**config.mk**
```make
export PLATFORM = sky130hd
export DESIGN_NAME = tone_player
export DESIGN_NICKNAME = d
export VERILOG_FILES = /design/src/rtl/tone_pkg.sv /design/src/rtl/tone_div.sv /design/src/rtl/tone_pitch.sv /design/src/rtl/tone_wave.sv /design/src/rtl/tone_player.sv
export SDC_FILE = /design/constraint.sdc
export NUM_CORES = 1
export LEC_CHECK = 0
export ABC_AREA = 1
export BUFFER_PORTS_ARGS = -buffer_cell sky130_fd_sc_hd__buf_2
export CAP_MARGIN = 20
export CORE_MARGIN = 4
export CORE_UTILIZATION = 50
export CTS_BUF_LIST = sky130_fd_sc_hd__clkbuf_8
export DETAILED_ROUTE_END_ITERATION = 6
export PLACE_DENSITY = 0.68
export RECOVER_POWER = 25
export SYNTH_ARGS = -nofsm -noshare
export SYNTH_HDL_FRONTEND = slang
export SYNTH_HIERARCHICAL = 1
export SYNTH_SLANG_ARGS = --single-unit
```
**constraint.sdc**
```tcl
create_clock -name clk_i -period 6.7 [get_ports clk_i]
set_input_delay 1.34 -clock clk_i [delete_from_list [all_inputs] [get_ports clk_i]]
set_output_delay 1.34 -clock clk_i [all_outputs]
set_load 0.05 [all_outputs]
```
**src/rtl/tone_pkg.sv**
```systemverilog
package tone_pkg;
  localparam int unsigned CMD_W = 11;
  localparam int unsigned ARG_W = 8;

  localparam logic [2:0] OP_NOTE  = 3'd0;
  localparam logic [2:0] OP_LEN   = 3'd1;
  localparam logic [2:0] OP_OCT   = 3'd2;
  localparam logic [2:0] OP_TEMPO = 3'd3;
  localparam logic [2:0] OP_PAUSE = 3'd4;

  typedef enum logic [1:0] {ST_IDLE, ST_CALC, ST_PCALC, ST_REST} state_e;

  // equal-tempered octave-4 frequencies in mHz, semitone 0 = C
  function automatic longint unsigned semi_mhz(input int s);
    case (s)
      0:  return 64'd261626;
      1:  return 64'd277183;
      2:  return 64'd293665;
      3:  return 64'd311127;
      4:  return 64'd329628;
      5:  return 64'd349228;
      6:  return 64'd369994;
      7:  return 64'd391995;
      8:  return 64'd415305;
      9:  return 64'd440000;
      10: return 64'd466164;
      default: return 64'd493883;
    endcase
  endfunction

  function automatic longint unsigned half_oct4(input longint unsigned clk_hz, input int s);
    longint unsigned m;
    m = semi_mhz(s);
    return (clk_hz * 500 + m / 2) / m;
  endfunction

  function automatic logic [3:0] letter_semi(input logic [2:0] l);
    case (l)
      3'd0: return 4'd0;
      3'd1: return 4'd2;
      3'd2: return 4'd4;
      3'd3: return 4'd5;
      3'd4: return 4'd7;
      3'd5: return 4'd9;
      default: return 4'd11;
    endcase
  endfunction
endpackage

```
**src/rtl/tone_div.sv**
```systemverilog
module tone_div #(
  parameter int unsigned NW = 24,
  parameter int unsigned DW = 16
) (
  input  logic          clk_i,
  input  logic          rst_ni,
  input  logic          start_i,
  input  logic [NW-1:0] num_i,
  input  logic [DW-1:0] den_i,
  output logic          done_o,
  output logic [NW-1:0] quo_o
);
  localparam int unsigned CW = $clog2(NW + 1);

  logic [NW-1:0] q_q;
  logic [DW:0]   r_q, r_sh, diff;
  logic [DW-1:0] d_q;
  logic [CW-1:0] cnt_q;
  logic          busy_q, done_q, ge;

  assign r_sh = {r_q[DW-1:0], q_q[NW-1]};
  assign ge   = r_sh >= {1'b0, d_q};
  assign diff = r_sh - {1'b0, d_q};

  always_ff @(posedge clk_i or negedge rst_ni) begin
    if (!rst_ni) begin
      q_q <= '0; r_q <= '0; d_q <= '0; cnt_q <= '0;
      busy_q <= 1'b0; done_q <= 1'b0;
    end else if (start_i) begin
      q_q <= num_i; r_q <= '0; d_q <= den_i; cnt_q <= CW'(NW);
      busy_q <= 1'b1; done_q <= 1'b0;
    end else if (busy_q) begin
      q_q   <= {q_q[NW-2:0], ge};
      r_q   <= ge ? diff : r_sh;
      cnt_q <= cnt_q - CW'(1);
      if (cnt_q == CW'(1)) begin
        busy_q <= 1'b0;
        done_q <= 1'b1;
      end
    end else begin
      done_q <= 1'b0;
    end
  end

  assign done_o = done_q;
  assign quo_o  = q_q;
endmodule

```
**src/rtl/tone_pitch.sv**
```systemverilog
module tone_pitch #(
  parameter int unsigned CLK_HZ = 50_000_000,
  parameter int unsigned HW     = 26
) (
  input  logic [2:0]    letter_i,
  input  logic          sharp_i,
  input  logic [2:0]    oct_i,
  output logic [HW-1:0] half_o
);
  logic [HW-1:0] base [12];

  for (genvar g = 0; g < 12; g++) begin : g_tab
    localparam longint unsigned BASE = tone_pkg::half_oct4(64'(CLK_HZ), g);
    assign base[g] = HW'(BASE);
  end

  logic [3:0]    semi, idx, eff;
  logic [HW-1:0] b, h;

  always_comb begin
    semi = tone_pkg::letter_semi(letter_i) + {3'd0, sharp_i};
    if (semi == 4'd12) begin
      idx = 4'd0;
      eff = {1'b0, oct_i} + 4'd1;
    end else begin
      idx = semi;
      eff = {1'b0, oct_i};
    end
    b = base[idx];
    if (eff >= 4'd4) h = b >> (eff - 4'd4);
    else             h = b << (4'd4 - eff);
    half_o = (h == '0) ? HW'(1) : h;
  end
endmodule

```
**src/rtl/tone_wave.sv**
```systemverilog
module tone_wave #(
  parameter int unsigned HW = 26,
  parameter int unsigned DW = 34
) (
  input  logic          clk_i,
  input  logic          rst_ni,
  input  logic          start_i,
  input  logic [HW-1:0] half_i,
  input  logic [DW-1:0] dur_i,
  output logic          spk_o,
  output logic          busy_o,
  output logic          last_o,
  output logic [HW-1:0] half_o
);
  logic [HW-1:0] half_q, cnt_q;
  logic [DW-1:0] rem_q, two_n, two_q;
  logic          spk_q, busy_q, edge_w;

  assign two_n  = DW'(half_i) << 1;
  assign two_q  = DW'(half_q) << 1;
  assign edge_w = cnt_q == half_q - HW'(1);

  always_ff @(posedge clk_i or negedge rst_ni) begin
    if (!rst_ni) begin
      half_q <= HW'(1); cnt_q <= '0; rem_q <= '0;
      spk_q <= 1'b0; busy_q <= 1'b0;
    end else if (start_i) begin
      half_q <= half_i;
      cnt_q  <= '0;
      if (dur_i >= two_n) begin
        rem_q  <= dur_i - two_n;
        spk_q  <= 1'b1;
        busy_q <= 1'b1;
      end else begin
        spk_q  <= 1'b0;
        busy_q <= 1'b0;
      end
    end else if (busy_q) begin
      if (edge_w) begin
        cnt_q <= '0;
        if (spk_q) spk_q <= 1'b0;
        else if (rem_q >= two_q) begin
          rem_q <= rem_q - two_q;
          spk_q <= 1'b1;
        end else busy_q <= 1'b0;
      end else cnt_q <= cnt_q + HW'(1);
    end
  end

  assign spk_o  = spk_q;
  assign busy_o = busy_q;
  assign last_o = busy_q && !spk_q && edge_w && (rem_q < two_q);
  assign half_o = half_q;
endmodule

```
**src/rtl/tone_player.sv**
```systemverilog
module tone_player
  import tone_pkg::*;
#(
  parameter int unsigned CLK_HZ = 50_000_000
) (
  input  logic             clk_i,
  input  logic             rst_ni,
  input  logic             cmd_valid_i,
  output logic             cmd_ready_o,
  input  logic [CMD_W-1:0] cmd_i,
  output logic             spk_o
);
  localparam longint unsigned NUM = 64'(CLK_HZ) * 240;
  localparam int unsigned DUR_W = $clog2(NUM + 1);
  localparam int unsigned HW    = $clog2(CLK_HZ + 1);
  localparam int unsigned DEN_W = 2 * ARG_W;
  localparam logic [DUR_W-1:0] DUR_RST = DUR_W'(NUM / 480);

  state_e            st_q;
  logic [ARG_W-1:0]  tempo_q, len_q, arg, plen;
  logic [2:0]        oct_q, op;
  logic [DUR_W-1:0]  dur_q, rest_q, quo;
  logic [DEN_W-1:0]  den;
  logic [HW-1:0]     note_half, cur_half;
  logic              accept, div_start, div_done, wave_start, wave_busy, wave_last, rest_last;

  assign op        = cmd_i[CMD_W-1:ARG_W];
  assign arg       = cmd_i[ARG_W-1:0];
  assign plen      = (arg == '0) ? len_q : arg;
  assign rest_last = (st_q == ST_REST) && (rest_q == DUR_W'(1));
  assign cmd_ready_o = ((st_q == ST_IDLE) && (!wave_busy || wave_last)) || rest_last;
  assign accept    = cmd_valid_i && cmd_ready_o;
  assign wave_start = accept && (op == OP_NOTE);

  always_comb begin
    div_start = 1'b0;
    den = DEN_W'(tempo_q) * DEN_W'(plen);
    if (accept) begin
      case (op)
        OP_LEN: begin
          div_start = arg != '0;
          den = DEN_W'(tempo_q) * DEN_W'(arg);
        end
        OP_TEMPO: begin
          div_start = arg != '0;
          den = DEN_W'(arg) * DEN_W'(len_q);
        end
        OP_PAUSE: div_start = 1'b1;
        default: ;
      endcase
    end
  end

  tone_div #(.NW(DUR_W), .DW(DEN_W)) u_div (
    .clk_i, .rst_ni, .start_i(div_start), .num_i(DUR_W'(NUM)), .den_i(den),
    .done_o(div_done), .quo_o(quo)
  );

  tone_pitch #(.CLK_HZ(CLK_HZ), .HW(HW)) u_pitch (
    .letter_i(arg[2:0]), .sharp_i(arg[3]), .oct_i(oct_q), .half_o(note_half)
  );

  tone_wave #(.HW(HW), .DW(DUR_W)) u_wave (
    .clk_i, .rst_ni, .start_i(wave_start), .half_i(note_half), .dur_i(dur_q),
    .spk_o, .busy_o(wave_busy), .last_o(wave_last), .half_o(cur_half)
  );

  always_ff @(posedge clk_i or negedge rst_ni) begin
    if (!rst_ni) begin
      st_q <= ST_IDLE;
      tempo_q <= ARG_W'(120);
      len_q <= ARG_W'(4);
      oct_q <= 3'd4;
      dur_q <= DUR_RST;
      rest_q <= '0;
    end else if (accept) begin
      case (op)
        OP_LEN: if (arg != '0) begin
          len_q <= arg; st_q <= ST_CALC;
        end else st_q <= ST_IDLE;
        OP_TEMPO: if (arg != '0) begin
          tempo_q <= arg; st_q <= ST_CALC;
        end else st_q <= ST_IDLE;
        OP_OCT: begin
          oct_q <= arg[2:0]; st_q <= ST_IDLE;
        end
        OP_PAUSE: st_q <= ST_PCALC;
        default: st_q <= ST_IDLE;
      endcase
    end else begin
      case (st_q)
        ST_CALC: if (div_done) begin
          dur_q <= quo; st_q <= ST_IDLE;
        end
        ST_PCALC: if (div_done) begin
          if (quo == '0) st_q <= ST_IDLE;
          else begin
            rest_q <= quo; st_q <= ST_REST;
          end
        end
        ST_REST: begin
          rest_q <= rest_q - DUR_W'(1);
          if (rest_last) st_q <= ST_IDLE;
        end
        default: ;
      endcase
    end
  end
endmodule

```
After elaboration in Yosys (flattened, before gate mapping):

Memories as Yosys holds them, arrays and structs flattened.
Cells that the tools add are included.

* bits in registers: 251
* latch bits: 0
* ROM bits: 416
* memories: 1
* bits of input ports: 14
* RAM bits: 0
* output and inout bits: 2

Memory list
* (name not given): words 16, bits a word 26, read ports 1, clocked after Yosys merged registers in 0, wr ports 0, line tone_pitch.sv:29 `b = base[idx];`

* multipliers: 3
* $add $sub $neg: 11
* div/mod/pow operators: 0
* shift-type cells: 2
* bitwise operators: 2
* mux-type cells: 55
* reductions and logical operators: 33
* $lt $le $gt $ge: 6
* eq/ne operators: 24

Operators with widths (count)
* two-way mux 34 bit: 10
* two-way mux 26 bit: 7
* greater-or-equal comparator 34 x 27 -> 1 bit: 2
* one-hot mux 34 bit (2 select lines): 1
* subtractor 34 x 27 -> 34 bit: 2
* two-way mux 16 bit: 4
* multiplier 8 x 8 -> 16 bit: 3
* == test 34 x 1 -> 1 bit (second input constant): 1
* logical NOT 34 bit: 1
* < comparator 34 x 27 -> 1 bit: 1
* subtractor 34 x 1 -> 34 bit (second input constant): 1
* one-hot mux 16 bit (2 select lines): 1
* adder 26 x 1 -> 26 bit (second input constant): 1
* == test 26 bit: 1
* logical NOT 26 bit: 1
* left shift 26 x 4 -> 26 bit: 1
* >> shifter 26 x 4 -> 26 bit: 1
* subtractor 26 x 1 -> 26 bit (second input constant): 1
* one-hot mux 4 bit (6 select lines): 1
* two-way mux 1 bit: 18
* greater-or-equal comparator 17 x 16 -> 1 bit: 1
* subtractor 16 bit: 1
* == test 3 x 2 -> 1 bit (second input constant): 4
* two-way mux 6 bit: 2
* 39 further kinds: 69

Logic depth before layout (Yosys ltp):

Gate-level depths: netlist of run 1.

* depth after elaboration: 16
* mapped depth: 42
* gate-level depth less buffers: 41

By module:

Netlist of run 1, hierarchy kept.

By module, submodules not included
* tone_player: cells each 1850, area an instance 12283.0 um^2, sequential area each 2249.7 um^2, times used 1
* tone_wave: cells each 1628, area an instance 9865.7 um^2, sequential area each 2203.4 um^2, times used 1
* tone_div: cells each 588, area an instance 4401.7 um^2, sequential area each 1851.8 um^2, times used 1
* tone_pitch: cells each 512, area an instance 2516.2 um^2, sequential area each 0.0 um^2, times used 1

Worst setup path after synthesis of run 1:

OpenSTA, ideal clock, no wires.

* kind: in2reg
* start point: input port cmd_i[2]
* end point: register u_wave.rem_q[31]
* arrival: 6.286 ns
* setup slack: 0.297 ns
* buffers on the path: 3
* data required time: 6.583 ns
* stages on the path: 39
* path through: nand2_1 -> nand3_1 -> o21ai_0 -> inv_1 -> ha_1 -> nor2_1 -> nand2_8 -> inv_8 -> nand3b_1 -> nand2_1 -> buf_2 -> buf_2 -> ha_1 -> nand2_1 -> nand2_1 -> inv_1 -> nor2_1 -> clkbuf_1 -> (+3 left out) -> nand2_1 -> nor2_1 -> nand3_1 -> nand2_1 -> ha_1 -> fa_1 -> o21ai_0 -> nand2_1 -> nand2_1 -> nand2_1 -> nand2_1 -> nand2_1 -> nand2_1 -> nand2_1 -> nand3_1 -> nand2_1 -> nand4_1 -> nand2_1

* longest elaborated chain between the ends: 16
* elaborated cells on any way between the ends: 29
* those cells by class: add/sub (4); order compare (2); eq/ne (7); shift (2); mux (9); bitwise (1); reduce/logical (3); memory (1)

RTL lines
* from (decl): line tone_player.sv:10 `input logic [CMD_W-1:0] cmd_i,`
* == test 3 bit (tied with other cells): line tone_pkg.sv:38 `case (l)`
* one-hot mux 4 bit (6 select lines) (*): line tone_pkg.sv:38
* adder 4 x 1 -> 4 bit (*): line tone_pitch.sv:21 `semi = tone_pkg::letter_semi(letter_i) + {3'd0, sharp_i};`
* == test 4 bit: line tone_pitch.sv:22 `if (semi == 4'd12) begin`
* two-way mux 4 bit: line tone_pitch.sv:22
* inverter 4 -> 5 bit (implied by the code): line tone_pitch.sv:29
* memory read (16 x 26 bit)
* two-way mux 26 bit (implied by the code) (2 in a row): line tone_pitch.sv:29
* left shift 26 x 4 -> 26 bit / >> shifter 26 x 4 -> 26 bit (equally long branches): line tone_pitch.sv:31, tone_pitch.sv:30
* two-way mux 26 bit (*): line tone_pitch.sv:30 `if (eff >= 4'd4) h = b >> (eff - 4'd4);`
* logical NOT 26 bit: line tone_pitch.sv:32 `half_o = (h == '0) ? HW'(1) : h;`
* two-way mux 26 bit (*): line tone_pitch.sv:32
* net note_half[3]: line tone_player.sv:24 `logic [HW-1:0] note_half, cur_half;`
* greater-or-equal comparator 34 x 27 -> 1 bit / subtractor 34 x 27 -> 34 bit (equally long branches): line tone_wave.sv:30, tone_wave.sv:31
* != test 2 bit (no line) / two-way mux 34 bit (equally long branches)
* AND reduction 5 bit (no line) / two-way mux 34 bit (equally long branches)
* to (signal assigned): line tone_wave.sv:31 `rem_q <= dur_i - two_n;`
* to (signal assigned): line tone_wave.sv:43 `rem_q <= rem_q - two_q;`
* to (decl): line tone_wave.sv:16 `logic [DW-1:0] rem_q, two_n, two_q;`

The timed path passes the listed nets; every way through them passes the cells marked *. The select of a mux whose other input is x is not followed.
A chain may end at the register's enable or synchronous reset.

Final worst setup path of run 1:

* start point: input port cmd_i[2]
* end point: register u_wave.rem_q[25]

Same word-level chain as after synthesis.

==> key figures, run 1 <==
Yosys
  – Ys async rst share: 100%
  – Primary FF master, synth: dfrtp_1
  – Post-synthesis cell area: 29,100 um^2
  – Yosys cell types: 61
  – Synthesized area per cell: about 6.3 um^2
  – Number of synthesized register bits: 251
  – Synth Warn #: 6
  – Number of flops mapped to enable cells by yosys: 0
  – Synth Instances: 4,578
  – Post-synthesis sequential area ratio: 21.7%

Timing
  – Worst Tran Pin Value: 4.05 ns
  – Max frequency: 0.160 GHz
  – RSZ-0062 raised after global routing: no
  – Final setup violation count: 0
  – Final Hold Fails: 0
  – Slew margin rel.: -170%
  – Worst Clk Skew: 0.0692 ns
  – Final period util: 93.3%
  – Post-route setup slack: around 0.45 ns
  – Slew Limit Fails: 71
  – Hold WS: between 0.4 and 0.5 ns
  – Post-layout min period: ~6.2 ns

GRT
  – Grt met3 use: under 10%
  – Antenna violations before repair: 1
  – Global routing usage on met2: 46.8%
  – Number of global-route vias before repair: 27,800
  – Met1 usage: around 36%
  – Global-route wire length before repair: 144,000 um
  – Global route overflow: 0
  – Busiest grt layer: met2
  – Pin count of the biggest net entering global routing: 125
  – GRT Total Usage: 28.0%

Route
  – Final WL: 88,300 um
  – Residual DRC count: 0
  – WL per Instance: 16.3 um
  – Post-DRT Antenna Nets: 0
  – Via Count: approximately 29,000
  – Iteration-0 DRC Markers: 1,979
  – DR pass1 iterations: 6
  – Via density: roughly 5.3

Final layout
  – Nets: around 4,900
  – Layout cell share with drive strength beyond 1: under 10%
  – Fillcell total: roughly 5,900
  – Finished Core Util: between 50% and 60%
  – Most frequent cells in the layout: nand2_1 (1,489), inv_1 (769), nand3_1 (429)
  – Layout area overhead: 6.98%
  – Leading cell type in the layout, fill and taps excluded: nand2_1
  – Post-route insts no fill: between 5,000 and 6,000

Clock tree
  – Clock Latency Late Sink: around 0.68 ns
  – Clk slew on worst S/H paths: 0.05 ns
  – CTS tree: built
  – Clk root buf: clkbuf_8
  – Setup Buffers After CTS: 0
  – Cts bufs inserted: 50
  – Hold Buf Count CTS: 0
  – Post-CTS sizing: 0
  – Clk buf depth: 3
  – Clock sinks: 251
  – H-Tree Depth: 2

Worst setup path
  – CP Capture Type: flip-flop
  – Most frequent CP cell: nand2_1
  – CP peak stage delay: 0.48 ns
  – CP Data Arrival Time: 6.75 ns
  – Startpoint Class: input port
  – CP Class: input port to flip-flop
  – Critical Path Fanout Max: 33
  – Slowest CP cell: nor4_1
  – Critical Path RT: 7.20 ns

Floorplanning
  – Row count: 88
  – Die width: 249 um
  – Initial Util: 50.5%
  – Die ar.: 62,100 um^2
  – IO Pins: 16
  – Die height: 249 um
  – Core Area: 57,600 um^2

Worst hold path
  – Worst Hold Class: flip-flop to flip-flop

Run status
  – Failing checks: capacitance limit, slew limit
  – Outcome: finished, violations left

Placed design
  – Placed cells: 5,312
  – RD Place Congestion: slightly below 1
  – Port Buffers: 15
  – Pre-CTS WS: -0.0344 ns
  – HPWL Detailed: 69,100 um

Job
  – Max cap viols: 1
==> through the flow <==
step,instance area [um^2],setup TNS (ns)
2_1_floorplan,29200,0
3_3_place_gp,30000,0
3_5_place_dp,30000,-0.622
4_1_cts,31100,0
5_1_grt,31100,0
6_report,31100,0
==> synthesized netlist by cell type, types with 19 or more instances <==
cell type,instances,area share [%]
nand2_1,1490,19
inv_1,753,9.7
nand3_1,429,7.4
nor2_1,393,5.1
dfrtp_1,232,20
o21ai_0,205,3.5
ha_1,197,8.5
a21oi_1,124,2.1
fa_1,111,7.6
nand4_1,101,2.2
clkbuf_1,75,0.97
xor2_1,49,1.5
nor3_1,40,0.69
xnor2_1,31,0.93
buf_2,27,0.46
nand3b_1,25,0.65
o21ai_1,22,0.38
dfstp_2,19,1.7
nand2_2,19,0.41
==> per-layer routing <==
metal / part of all wire (%) / routed length, um / vias up
met2: 47 / 41200 / 817
met4: 5.4 / 4750 / 0
met5: 0 / 0 / -
met1: 42 / 37400 / 13300
met3: 5.6 / 4930 / 231
li1: - / - / 14500
==> cells by family (layout without fill, tap and decap cells) <==
| family | count (synthesis) | count (layout) | share of synthesized area [%] |
|---|---|---|---|
| AND/OR/NAND/NOR | 2588 | 2588 | 38.5 |
| buffers and inverters | 904 | 933 | 12.5 |
| AO/OA/AOI/OAI | 442 | 442 | 8.66 |
| adder cells (fa/ha/maj) | 308 | 308 | 16.1 |
| flip-flops | 251 | 251 | 21.7 |
| XOR/XNOR | 81 | 81 | 2.51 |
| other | 2 | 35 | 0.0258 |
| multiplexers | 2 | 2 | 0.0689 |
==> layout make-up <==
cell class | instances | area, um^2 | share of cell area [%]
multi-input combinational | 3455 | 19300 | 62.0
sequential | 251 | 6300 | 20.3
inverter | 769 | 2900 | 9.32
tap | 765 | 957 | 3.08
clock buffer | 64 | 881 | 2.83
timing repair buffer | 72 | 539 | 1.73
clock inverter | 28 | 241 | 0.777
antenna | 1 | 2.50 | 0.00805
==> final timing paths <==
path | slack [ns] | endpoint | depth (start not counted) | startpoint
min | 0.48 | rest_q[1]$_DFFE_PN0P_ | 2 | rest_q[1]$_DFFE_PN0P_
max in group asynchronous | 2.15 | len_q[3]$_DFFE_PN0P_ | 2 | rst_ni
max | 0.45 | u_wave/rem_q[25]$_DFFE_PN0P_ | 36 | cmd_i[2]
min in group asynchronous | 2.07 | u_wave/cnt_q[20]$_DFFE_PN0N_ | 1 | rst_ni
max reg2reg | 0.89 | u_wave/rem_q[5]$_DFFE_PN0P_ | 27 | u_wave/half_o[0]$_DFFE_PN1P_
min reg2reg | 0.48 | rest_q[1]$_DFFE_PN0P_ | 2 | rest_q[1]$_DFFE_PN0P_
==> sequential cells by signal (all words and copies together), names as in the netlist, 6 cells and up <==
register       count
dur_q             34
len_q              8
rest_q            34
tempo_q            8
u_div/cnt_q        6
u_div/d_q         16
u_div/quo_o       34
u_div/r_q         16
u_wave/cnt_q      26
u_wave/half_o     26
u_wave/rem_q      34
==> worst max-delay path, delay by kind of cell <==
kind	cells	cell delay, ns
simple gates	23	3.06
buf+inv	9	1.30
fa+ha+maj	3	0.96
compound gates	1	0.07
Power of run 1 is left out: the tool's default activity adds up to more than one toggle a clock period on the data nets, which glitch-free logic cannot reach.
==> inputs of run 2 (changes only) <==
==> constraint.sdc (replaced) <==
create_clock -name clk_i -period 5.8 [get_ports clk_i]
set_input_delay 1.16 -clock clk_i [delete_from_list [all_inputs] [get_ports clk_i]]
set_output_delay 1.16 -clock clk_i [all_outputs]
set_load 0.05 [all_outputs]
==> key figures, run 2 (synthesized netlist as in run 1, its figures left out) <==
Run status
  – Outcome: finished, violations left (unchanged)
  – Failing checks: capacitance limit, slew limit (unchanged)

Route
  – Via density: 5.22 (was 5.32)
  – Post-DRT Antenna Nets: 0 (unchanged)
  – Iteration-0 DRC Markers: 2,154 (was 1,979)
  – Via Count: 29,300 (was 28,800)
  – DR pass1 iterations: 6 (unchanged)
  – WL per Instance: 15.7 um (was 16.3 um)
  – Residual DRC count: 0 (unchanged)
  – Final WL: 88,000 um (was 88,300 um)

GRT
  – GRT Total Usage: 28.0% (about the same)
  – Global-route wire length before repair: 144,000 um (about the same)
  – Number of global-route vias before repair: 28,300 (was 27,800)
  – Global route overflow: 0 (unchanged)
  – Antenna violations before repair: 1 (unchanged)
  – Pin count of the biggest net entering global routing: 120 (was 125)

Worst setup path
  – WP depth: 25 (was 36)
  – Slowest CP cell: fa_1 (was nor4_1)
  – CP Capture Point: u_div/d_q[11]$_DFFE_PN0P_ (was u_wave/rem_q[25]$_DFFE_PN0P_)
  – WP buf/inv: 7 (was 9)
  – Delay-heaviest family, CP: adder cells (was simple AND/OR/NAND/NOR gates)
  – CP Data Arrival Time: 5.89 ns (was 6.75 ns)
  – CP peak stage delay: 0.56 ns (was 0.48 ns)
  – Critical Path RT: 6.31 ns (was 7.20 ns)
  – Reg2reg setup slack: 0.80 ns (was 0.89 ns)
  – Critical Path Fanout Max: 8 (was 33)
  – Crit path from: cmd_i[1] (was cmd_i[2])
  – CP Class: input port to flip-flop (unchanged)
  – Startpoint Class: input port (unchanged)
  – Critical R2R Launch: len_q[6]$_DFFE_PN0P_ (was u_wave/half_o[0]$_DFFE_PN1P_)
  – CP Capture Type: flip-flop (unchanged)
  – Reg-to-reg endpoint: u_div/d_q[11]$_DFFE_PN0P_ (was u_wave/rem_q[5]$_DFFE_PN0P_)
  – Worst reg-to-reg path cell count: 21 (was 27)

Timing
  – Worst Tran Pin Value: 3.10 ns (was 4.05 ns)
  – Slew Limit Fails: 119 (was 71)
  – Worst Clk Skew: 0.0688 ns (was 0.0692 ns)
  – Slew margin rel.: -107% (was -170%)
  – Max frequency: 0.186 GHz
  – Post-layout min period: ~5.4 ns
  – Final setup violation count: 0 (unchanged)
  – Final Hold Fails: 0 (unchanged)
  – Final period util: 92.8%
  – RSZ-0062 raised after global routing: no (unchanged)
  – Setup TNS: 0 ns (unchanged)

Clock tree
  – Cts bufs inserted: 50 (unchanged)
  – Clock sinks: 251 (unchanged)
  – Setup Buffers After CTS: 0 (unchanged)
  – Clk buf depth: 3 (unchanged)
  – Hold Buf Count CTS: 0 (unchanged)
  – Clk root buf: clkbuf_8 (unchanged)
  – Clock Latency Late Sink: 0.68 ns (about the same)
  – CTS tree: built (unchanged)
  – Post-CTS sizing: 0 (unchanged)
  – H-Tree Depth: 2 (unchanged)
  – Clk slew on worst S/H paths: 0.06 ns (was 0.05 ns)

Floorplanning
  – Die height: 249 um (unchanged)
  – Die width: 249 um (unchanged)
  – Core Area: 57,600 um^2 (unchanged)
  – Die ar.: 62,100 um^2 (unchanged)
  – IO Pins: 16 (unchanged)
  – Initial Util: 50.5% (unchanged)
  – Row count: 88 (unchanged)

Final layout
  – Layout area overhead: 13.1% (was 6.98%)
  – Leading cell type in the layout, fill and taps excluded: nand2_1 (unchanged)
  – Most frequent cells in the layout: nand2_1 (1,487), inv_1 (768), nand3_1 (428) (was nand2_1 (1,489), inv_1 (769), nand3_1 (429))
  – Layout cell share with drive strength beyond 1: 10.7% (was 6.38%)
  – Nets: 5,128 (was 4,921)

Placed design
  – RD Place Congestion: 0.992 (was 0.981)
  – Port Buffers: 15 (unchanged)
  – HPWL Detailed: 69,900 um (was 69,100 um)

Job
  – Max cap viols: 1 (unchanged)

Worst hold path
  – Worst Hold Class: flip-flop to flip-flop (unchanged)
## run 2: metal layers
layer  global-route usage, %  wire length, um
met1                    35.9            37500
met2                    47.5            41300
met4                    13.7             4740
met3                    2.94             4470
met5                       0                0
## run 2: worst min-delay path by stage
stage	startpoint	to	slack (ns)	cells past startpoint
floorplan	rest_q[1]$_DFFE_PN0P_	rest_q[1]$_DFFE_PN0P_	0.44	2
global placement	u_wave/rem_q[1]$_DFFE_PN0P_	u_wave/rem_q[1]$_DFFE_PN0P_	0.46	2
detailed placement	u_wave/rem_q[1]$_DFFE_PN0P_	u_wave/rem_q[1]$_DFFE_PN0P_	0.46	2
CTS	u_wave/rem_q[1]$_DFFE_PN0P_	u_wave/rem_q[1]$_DFFE_PN0P_	0.48	2
global route	rest_q[1]$_DFFE_PN0P_	rest_q[1]$_DFFE_PN0P_	0.50	2
finish	u_wave/rem_q[13]$_DFFE_PN0P_	u_wave/rem_q[13]$_DFFE_PN0P_	0.47	2
## run 2: cell type report
class / count / area (um^2)
Fill cell: 5762 / 24700
Multi-Input combinational cell: 3455 / 19300
Sequential cell: 251 / 6300
Inverter: 769 / 2900
Timing Repair Buffer: 279 / 2230
Tap cell: 765 / 957
Clock buffer: 59 / 812
Clock inverter: 35 / 339
Antenna cell: 1 / 2.50
## run 2: stage by stage
| stage | util [%] | cells | worst slack (ns) | cell area [um^2] | hold slack, ns |
|---|---|---|---|---|---|
| 4_1_cts | 57.0 | 5613 | 0.455 | 32900 | 0.475 |
| 3_5_place_dp | 55.0 | 5519 | -0.221 | 31700 | 0.460 |
| 3_3_place_gp | 55.0 | 5519 | -0.170 | 31700 | 0.455 |
| 6_report | 57.1 | 5614 | 0.417 | 32900 | 0.473 |
| 5_1_grt | 57.1 | 5614 | 0.00614 | 32900 | 0.503 |
| 2_1_floorplan | - | 4610 | 0.00867 | 29200 | 0.442 |
## run 2: worst register-to-register path, stage by stage (launching register included)
cell     delay, ns
dfrtp_1       0.56
a31oi_1       0.56
inv_1         0.14
nand2_1       0.11
fa_1          0.45
fa_1          0.56
inv_1         0.07
fa_1          0.54
inv_1         0.06
fa_1          0.53
inv_1         0.04
ha_1          0.33
nand2_1       0.10
inv_1         0.05
nand2_1       0.06
nor2_1        0.04
or2_2         0.27
xor2_1        0.14
nand2_1       0.06
nand2_1       0.05
nand2_1       0.05
o21ai_0       0.08
Power of run 2 is left out for the same reason.
